File: src/rtl/sdac_pkg.sv
package sdac_pkg;
  localparam int unsigned WORD_BITS = 16;
  localparam int unsigned CODE_BITS = 12;
  localparam int unsigned CNT_W     = $clog2(WORD_BITS + 1);
  typedef logic [CODE_BITS-1:0] code_t;
endpackage

File: src/rtl/sdac_sync.sv
module sdac_sync #(
  parameter int unsigned   W       = 4,
  parameter logic [W-1:0]  RST_VAL = '0
) (
  input  logic         clk,
  input  logic         rst_n,
  input  logic [W-1:0] d,
  output logic [W-1:0] q
);
  logic [W-1:0] meta_q;
  logic [W-1:0] stab_q;

  for (genvar i = 0; i < W; i++) begin : g_bit
    always_ff @(posedge clk or negedge rst_n) begin
      if (!rst_n) begin
        meta_q[i] <= RST_VAL[i];
        stab_q[i] <= RST_VAL[i];
      end else begin
        meta_q[i] <= d[i];
        stab_q[i] <= meta_q[i];
      end
    end
  end

  assign q = stab_q;
endmodule

File: src/rtl/sdac_shift.sv
module sdac_shift
  import sdac_pkg::*;
#(
  parameter int unsigned NBITS = WORD_BITS,
  parameter int unsigned CBITS = CODE_BITS,
  parameter int unsigned CW    = $clog2(NBITS + 1)
) (
  input  logic             clk,
  input  logic             rst_n,
  input  logic             sclk_s,
  input  logic             sdat_s,
  input  logic             frame_n_s,
  output logic             word_ok,
  output logic [CBITS-1:0] word
);
  localparam logic [CW-1:0] LAST = CW'(NBITS - 1);
  localparam logic [CW-1:0] FULL = CW'(NBITS);

  logic             sclk_q, frame_q;
  logic [NBITS-1:0] sr_q, sr_d;
  logic [CW-1:0]    cnt_q, cnt_d;
  logic             done_d;
  logic [CBITS-1:0] word_d;
  logic             word_en;
  logic             sclk_fall, frame_fall;
  logic [NBITS-1:0] shifted;

  assign sclk_fall  = sclk_q & ~sclk_s;
  assign frame_fall = frame_q & ~frame_n_s;
  assign shifted    = {sr_q[NBITS-2:0], sdat_s};

  always_comb begin
    sr_d    = sr_q;
    cnt_d   = cnt_q;
    done_d  = 1'b0;
    word_en = 1'b0;
    word_d  = word;
    if (frame_fall) begin
      sr_d  = '0;
      cnt_d = '0;
    end else if (!frame_n_s && sclk_fall && (cnt_q < FULL)) begin
      sr_d  = shifted;
      cnt_d = cnt_q + 1'b1;
      if (cnt_q == LAST) begin
        done_d  = 1'b1;
        word_en = 1'b1;
        word_d  = shifted[CBITS-1:0];
      end
    end
  end

  always_ff @(posedge clk or negedge rst_n) begin
    if (!rst_n) begin
      sclk_q  <= 1'b0;
      frame_q <= 1'b1;
      sr_q    <= '0;
      cnt_q   <= '0;
      word_ok <= 1'b0;
      word    <= '0;
    end else begin
      sclk_q  <= sclk_s;
      frame_q <= frame_n_s;
      sr_q    <= sr_d;
      cnt_q   <= cnt_d;
      word_ok <= done_d;
      if (word_en) word <= word_d;
    end
  end

  assert_cnt_bound_R1: assert property (@(posedge clk) disable iff (!rst_n)
    cnt_q <= FULL);
  assert_done_at_full_R1: assert property (@(posedge clk) disable iff (!rst_n)
    word_ok |-> cnt_q == FULL);
  assert_idle_ignored_R7: assert property (@(posedge clk) disable iff (!rst_n)
    frame_n_s |=> ($stable(cnt_q) && !word_ok));
  assert_frame_clears_R3: assert property (@(posedge clk) disable iff (!rst_n)
    frame_fall |=> cnt_q == '0);
  assert_partial_drop_R6: assert property (@(posedge clk) disable iff (!rst_n)
    (frame_n_s && cnt_q != FULL) |=> $stable(word));
endmodule

File: src/rtl/sdac_latch.sv
module sdac_latch
  import sdac_pkg::*;
#(
  parameter int unsigned CBITS = CODE_BITS
) (
  input  logic             clk,
  input  logic             rst_n,
  input  logic             load_n_s,
  input  logic             word_ok,
  input  logic [CBITS-1:0] word,
  output logic [CBITS-1:0] code,
  output logic             upd
);
  logic             load_q;
  logic             load_fall;
  logic             code_en;
  logic [CBITS-1:0] code_d;
  logic             upd_d;

  assign load_fall = load_q & ~load_n_s;

  always_comb begin
    code_en = 1'b0;
    upd_d   = 1'b0;
    code_d  = code;
    if (word_ok && !load_n_s) begin
      code_en = 1'b1;
      upd_d   = 1'b1;
      code_d  = word;
    end else if (load_fall) begin
      code_en = 1'b1;
      upd_d   = 1'b1;
      code_d  = word;
    end
  end

  always_ff @(posedge clk or negedge rst_n) begin
    if (!rst_n) begin
      load_q <= 1'b0;
      code   <= '0;
      upd    <= 1'b0;
    end else begin
      load_q <= load_n_s;
      upd    <= upd_d;
      if (code_en) code <= code_d;
    end
  end

  assert_auto_update_R4: assert property (@(posedge clk) disable iff (!rst_n)
    (word_ok && !load_n_s) |=> (upd && code == $past(word)));
  assert_hold_in_pulse_mode_R5: assert property (@(posedge clk) disable iff (!rst_n)
    (word_ok && load_n_s && load_q) |=> !upd);
  assert_code_only_on_update_R10: assert property (@(posedge clk) disable iff (!rst_n)
    !upd |-> $stable(code));
  assert_manual_load_R8: assert property (@(posedge clk) disable iff (!rst_n)
    (load_q && !load_n_s && !word_ok) |=> (upd && code == $past(word)));
endmodule

File: src/rtl/serial_dac_front.sv
module serial_dac_front
  import sdac_pkg::*;
#(
  parameter int unsigned NBITS = WORD_BITS,
  parameter int unsigned CBITS = CODE_BITS
) (
  input  logic             clk,
  input  logic             rst_n,
  input  logic             ser_clk,
  input  logic             ser_dat,
  input  logic             frame_n,
  input  logic             load_n,
  output logic [CBITS-1:0] dac_code,
  output logic             dac_upd
);
  localparam int unsigned NSYNC = 4;
  localparam logic [NSYNC-1:0] SYNC_RST = 4'b0100;

  logic [NSYNC-1:0] raw_in, syn;
  logic             word_ok;
  logic [CBITS-1:0] word;

  assign raw_in = {load_n, frame_n, ser_dat, ser_clk};

  sdac_sync #(.W(NSYNC), .RST_VAL(SYNC_RST)) u_sync (
    .clk   (clk),
    .rst_n (rst_n),
    .d     (raw_in),
    .q     (syn)
  );

  sdac_shift #(.NBITS(NBITS), .CBITS(CBITS)) u_shift (
    .clk       (clk),
    .rst_n     (rst_n),
    .sclk_s    (syn[0]),
    .sdat_s    (syn[1]),
    .frame_n_s (syn[2]),
    .word_ok   (word_ok),
    .word      (word)
  );

  sdac_latch #(.CBITS(CBITS)) u_latch (
    .clk      (clk),
    .rst_n    (rst_n),
    .load_n_s (syn[3]),
    .word_ok  (word_ok),
    .word     (word),
    .code     (dac_code),
    .upd      (dac_upd)
  );

  assert_reset_quiet_R9: assert property (@(posedge clk)
    $rose(rst_n) |-> (!dac_upd && dac_code == '0));
endmodule

File: config.mk
export PLATFORM = sky130hd
export DESIGN_NAME = serial_dac_front
export DESIGN_NICKNAME = d
export VERILOG_FILES = /design/src/rtl/sdac_pkg.sv /design/src/rtl/sdac_sync.sv /design/src/rtl/sdac_shift.sv /design/src/rtl/sdac_latch.sv /design/src/rtl/serial_dac_front.sv
export SDC_FILE = /design/constraint.sdc
export NUM_CORES = 1
export LEC_CHECK = 0
export BUFFER_PORTS_ARGS = -buffer_cell sky130_fd_sc_hd__buf_4
export CAP_MARGIN = 20
export CORE_ASPECT_RATIO = 1.2
export CORE_MARGIN = 2
export CORE_UTILIZATION = 57
export CTS_CLUSTER_DIAMETER = 150
export DETAILED_ROUTE_END_ITERATION = 10
export GPL_ROUTABILITY_DRIVEN = 0
export GPL_TIMING_DRIVEN = 0
export PLACE_DENSITY = 0.77
export SLEW_MARGIN = 0
export SYNTH_ARGS = -nofsm -noshare
export SYNTH_HDL_FRONTEND = slang
export SYNTH_SLANG_ARGS = --single-unit
export TNS_END_PERCENT = 50
File: constraint.sdc
create_clock -name clk -period 2.02 [get_ports clk]
set_clock_uncertainty 0.1 [all_clocks]
set_input_delay 0.404 -clock clk [delete_from_list [all_inputs] [get_ports clk]]
set_output_delay 0.404 -clock clk [all_outputs]
set_load 0.1 [all_outputs]
# After elaboration in Yosys (flattened, before gate mapping)
# Index checks and enable logic that the tools add are counted.
word_totals:
  register_bits: 53
  word_cells: 47
  out_inout_bits: 13
op_classes:
  n_addsub: 1
  muxes: 11
  n_bitwise: 7
  n_eq_ne: 1
  n_reduce_logical: 9
  n_lt_le_gt_ge: 1
ops:
  columns: ["cell", "n"]
  rows:
  - ["$mux 12", 2]
  - ["$mux 11", 2]
  - ["$mux 5", 2]
  - ["$add 5x1->5 const B", 1]
  - ["$eq 5x4->1 const B", 1]
  - ["$lt 5x5->1 const B", 1]
  - ["$mux 1", 5]
  - ["$not 1->1", 4]
  - ["$reduce_and 4->1", 1]
  - ["$reduce_bool 2->1", 2]
  - ["$and 1x1->1", 3]
  - ["$logic_and 1x1->1", 3]
  - ["$logic_not 1->1", 2]
  - ["$reduce_and 2->1", 1]

# Longest topological paths before layout
logic_depth:
  ltp_word: 7
  mapped_depth: 6

# Hierarchy
# A second synthesis with hierarchy kept.
hier_totals:
  cells_unflattened: 117
  hier_area_um2: 1935.6
modules_own_cells:
  columns: ["mod", "area_per_inst_um2", "n_inst", "cells_per_inst", "seq_area_each_um2"]
  rows:
  - ["sdac_shift", 1179.9, 1, 80, 777.0]
  - ["sdac_latch", 553.0, 1, 29, 350.3]
  - ["sdac_sync", 202.7, 1, 8, 202.7]

# Worst setup path after synthesis
# Ideal clock, no wire load.
synth_path:
  path_type: "register to register"
  startpoint: "register u_shift.cnt_q[0]"
  endpoint: "register u_shift.word[10]"
  t_arrival_ps: 1578
  synth_period_minus_slack_ps: 1803
  slack_ps: 217
  path_buffers: 1
  t_required_ps: 1795
  setup_ps: 125
  stages_incl_launch_ff: 7
  cell_sequence: "dfrtp_1 > ha_1 > and3_1 > ha_1 > nand3_1 > buf_2 > mux2_2"
synth_between:
  elab_chain_cells: 5
  elab_cells_between_ends: 7
  classes_between: "1 x order compare; 1 x eq/ne; 3 x mux; 2 x reduce/logical"
synth_rtl:
  columns: ["item", "line", "rtl"]
  rows:
  - ["from (decl)", "sdac_shift.sv:21", "logic [CW-1:0] cnt_q, cnt_d;"]
  - ["from (signal assigned)", "sdac_shift.sv:64", "cnt_q <= cnt_d;"]
  - ["$lt 5x5->1 or $eq 5x4->1 (tied branches)", "sdac_shift.sv:41, sdac_shift.sv:44", null]
  - ["$logic_and 1x1->1 or $mux 1 (tied branches)", "sdac_shift.sv:41, sdac_shift.sv:44", null]
  - ["$mux 1", "sdac_shift.sv:41", "end else if (!frame_n_s && sclk_fall && (cnt_q < FULL)) begin"]
  - ["$mux 1", "sdac_shift.sv:38", "if (frame_fall) begin"]
  - ["$reduce_and 4->1 (no source line) *", null, null]
  - ["to (signal assigned)", "sdac_shift.sv:66", "if (word_en) word <= word_d;"]
  - ["to (decl)", "sdac_shift.sv:14", "output logic [CBITS-1:0] word"]
# Every way passes the cells marked *; elsewhere a longest branch is shown, timed or not.
# A chain may end at the register's enable or synchronous reset.

# Final worst setup path
# Ends and elaborated chain as after synthesis.

==> results.json <==
{
  "fmax_mhz": 525,
  "drt_first_pass_iters": 4,
  "outcome": "finished clean",
  "dieArea_sq_um": 3880,
  "nets": 178,
  "grt_use_total": 0.185,
  "ys.flop_type": "dfrtp_1",
  "core-area_sq_um": 3310,
  "fin_ws_ns": 0.115,
  "tightest_slew_ns": 0.637,
  "die_h_um": 67.9,
  "fin_setup_tns_ns": 0,
  "clkLatencyLatePin_ns": 0.30,
  "post-cts-setup-buffers": 0,
  "clkTransAtPathRegs_ns": 0.09,
  "reg2reg_depth": 6,
  "yosys_warnings": 0,
  "yosys-top-cells-area": "dfrtp_1 65%, mux2_2 14%, nand2_1 4.7%",
  "grt_pass1_wl_mm": 5.26,
  "grt_remaining_overflow": 0,
  "htreeDepth": 2,
  "critPathTopFamily": "flip-flops",
  "synth.ff_latch_count": 53,
  "synth_area_leader_cell": "dfrtp_1",
  "syn-cell-area_sq_um": 1940,
  "total_leakage_power_uw": 0.00111,
  "critPathCaptureType": "flip-flop",
  "syn_avg_cell_area_sq_um": 13.4,
  "antenna_found_initial": 0,
  "utilization": 0.670,
  "drt_iter0_markers": 20,
  "io_pins": 19,
  "critical_path_class": "flip-flop to flip-flop",
  "hold_class": "input port to async pin",
  "synth_most_common_cell": "dfrtp_1",
  "async_reset_ff_frac": 1.00,
  "grt_pass1_vias": 1169,
  "worst_ep_arrival_time_ns": 2.00,
  "crit-reg2reg-launch": "u_shift.cnt_q[0]$_DFFE_PN0P_",
  "finalHoldViolations": 0,
  "ant_nets": 0,
  "clock_sinks": 53,
  "synth-edff-count": 0,
  "finalCritPeriodShare": 0.943,
  "drc_errors": 0,
  "period_minus_slack_ns": 1.90,
  "cts_buffers": 5,
  "num_antenna_cells": 0,
  "rsz0062_at_grt": "no",
  "synth_common_cells": "50 x dfrtp_1, 24 x mux2_2, 24 x nand2_1",
  "cpMostUsedCell": "ha_1",
  "rows": 23,
  "grt_max_degree": 54,
  "via_per_inst": 5.51,
  "io_buffers": 18,
  "drv_slew": 0,
  "max_slew_margin": 0.575,
  "synthToLayoutAreaGrowth_pct": 14.5,
  "dpl.hpwl_mm": 2.06,
  "place_ws_ns": 0.0174,
  "drv_cap": 0,
  "rrSetupSlack_ns": 0.12,
  "rr_endpoint": "u_shift.word[10]$_DFFE_PN0P_",
  "setup_viol": 0,
  "drive_gt1_frac": 0.324,
  "crit_required_ns": 2.11,
  "p_per_area_nw_per_um2": 796,
  "cp_max_fo": 10,
  "crit_buf_inv": 1,
  "synth.distinct_cells": 22,
  "cts_tree": "built",
  "clk_path_buf_depth": 2,
  "synth_top_area_share": 0.646,
  "crit_slowest_cell": "dfrtp_1",
  "dr_total_vias": 1141,
  "fill_cells": 242,
  "root_buffer": "clkbuf_8",
  "wl_mm": 3.06,
  "startpoint_type": "flip-flop",
  "ys_seq_area_frac": 0.687,
  "crit_path_max_incr_delay_ns": 0.42,
  "syn_inst": 145,
  "ir_drop_mv": 0.610,
  "initial_core_util": 0.585,
  "wl_per_cell_um": 14.8,
  "die_x_um": 57.2,
  "worstPathCellList": "ha_1 > and3_1 > ha_1 > nand3_1 > buf_6 > mux2_2",
  "syn-num-nets": 153
}
repair_timing:
item	4_1_cts	5_1_grt
hold buffers	0	0
endpoints found under the setup margin	0	19
gates resized for setup	0	4
worst max path at each step:
stage | startpoint | to | slack, ns | cells past startpoint
global placement | u_shift.cnt_q[0]$_DFFE_PN0P_ | u_shift.word[10]$_DFFE_PN0P_ | 0.06 | 6
finish | u_shift.cnt_q[0]$_DFFE_PN0P_ | u_shift.word[10]$_DFFE_PN0P_ | 0.12 | 6
detailed placement | u_shift.cnt_q[0]$_DFFE_PN0P_ | u_shift.word[10]$_DFFE_PN0P_ | 0.02 | 6
CTS | u_shift.cnt_q[0]$_DFFE_PN0P_ | u_shift.word[10]$_DFFE_PN0P_ | 0.008 | 6
global route | u_shift.cnt_q[0]$_DFFE_PN0P_ | u_shift.word[10]$_DFFE_PN0P_ | 0.02 | 6
floorplan | u_shift.cnt_q[0]$_DFFE_PN0P_ | u_shift.word[10]$_DFFE_PN0P_ | 0.22 | 6
routing by layer:
layer | vias to the layer above | global-route usage | routed length (um)
li1 | 531 | - | -
met1 | 591 | 0.210 | 1260
met2 | 14 | 0.318 | 1650
met3 | 5 | 0.0529 | 75
met4 | 0 | 0.102 | 73
met5 | - | 0 | 0
through the flow:
stage / std cells / power [uW] / cell area (sq um) / hold WS, ns
floorplan: 145 / 1150 / 1940 / 0.00841
global placement: 200 / 1190 / 2120 / 0.234
detailed placement: 200 / 1200 / 2120 / 0.236
CTS: 207 / 1780 / 2200 / 0.0335
global route: 207 / 1830 / 2220 / 0.0797
finish: 207 / 1760 / 2220 / 0.00991
where the power goes:
group	switching [uW]	internal (uW)
Combinational	53.4	24.8
Clock	316	272
Sequential	14.8	1080
kinds of logic after synthesis:
kind of cell,share of synthesized area
AOI/OAI and AO/OA,0.0478
xor gates and xnor gates,0.00452
adders and majority gates,0.0129
buffers and inverters,0.0232
DFF,0.687
muxes,0.140
and+or+nand+nor,0.0853
cell type report:
type	count	area [sq um]	share of cell area
well taps	37	46.3	0.0209
repair buffers	18	135	0.0609
inverters	4	15.0	0.00677
flip-flops and latches	53	1330	0.600
clock buffers	7	86.3	0.0389
multi-input cells	81	568	0.256
plain buffers	7	36.3	0.0164
cell usage in the layout (no fill, tap or decap), drive strengths merged:
| master | netlist | final |
|---|---|---|
| a21oi | 15 | 15 |
| and3 | 1 | 1 |
| buf | 2 | 20 |
| clkbuf | 5 | 12 |
| dfrtp | 50 | 50 |
| dfstp | 3 | 3 |
| ha | 2 | 2 |
| inv | 4 | 4 |
| mux2 | 24 | 24 |
| nand2 | 24 | 24 |
| nand2b | 1 | 1 |
| nand3 | 2 | 2 |
| nor2 | 2 | 2 |
| nor2b | 1 | 1 |
| nor3b | 1 | 1 |
| nor4b | 1 | 1 |
| o21ai | 2 | 2 |
| o21bai | 1 | 1 |
| or3 | 2 | 2 |
| or4b | 1 | 1 |
| xnor2 | 1 | 1 |
state kept, by name, summed over array words and instances (netlist names):
register         count
u_shift.word        12
u_latch.load_q       1
u_sync.meta_q        4
u_sync.q             4
u_latch.code        12
u_shift.word_ok      1
u_shift.cnt_q        5
u_latch.upd          1
u_shift.frame_q      1
u_shift.sr_q        11
u_shift.sclk_q       1
Note: power is estimated with default switching activity, not from simulation.
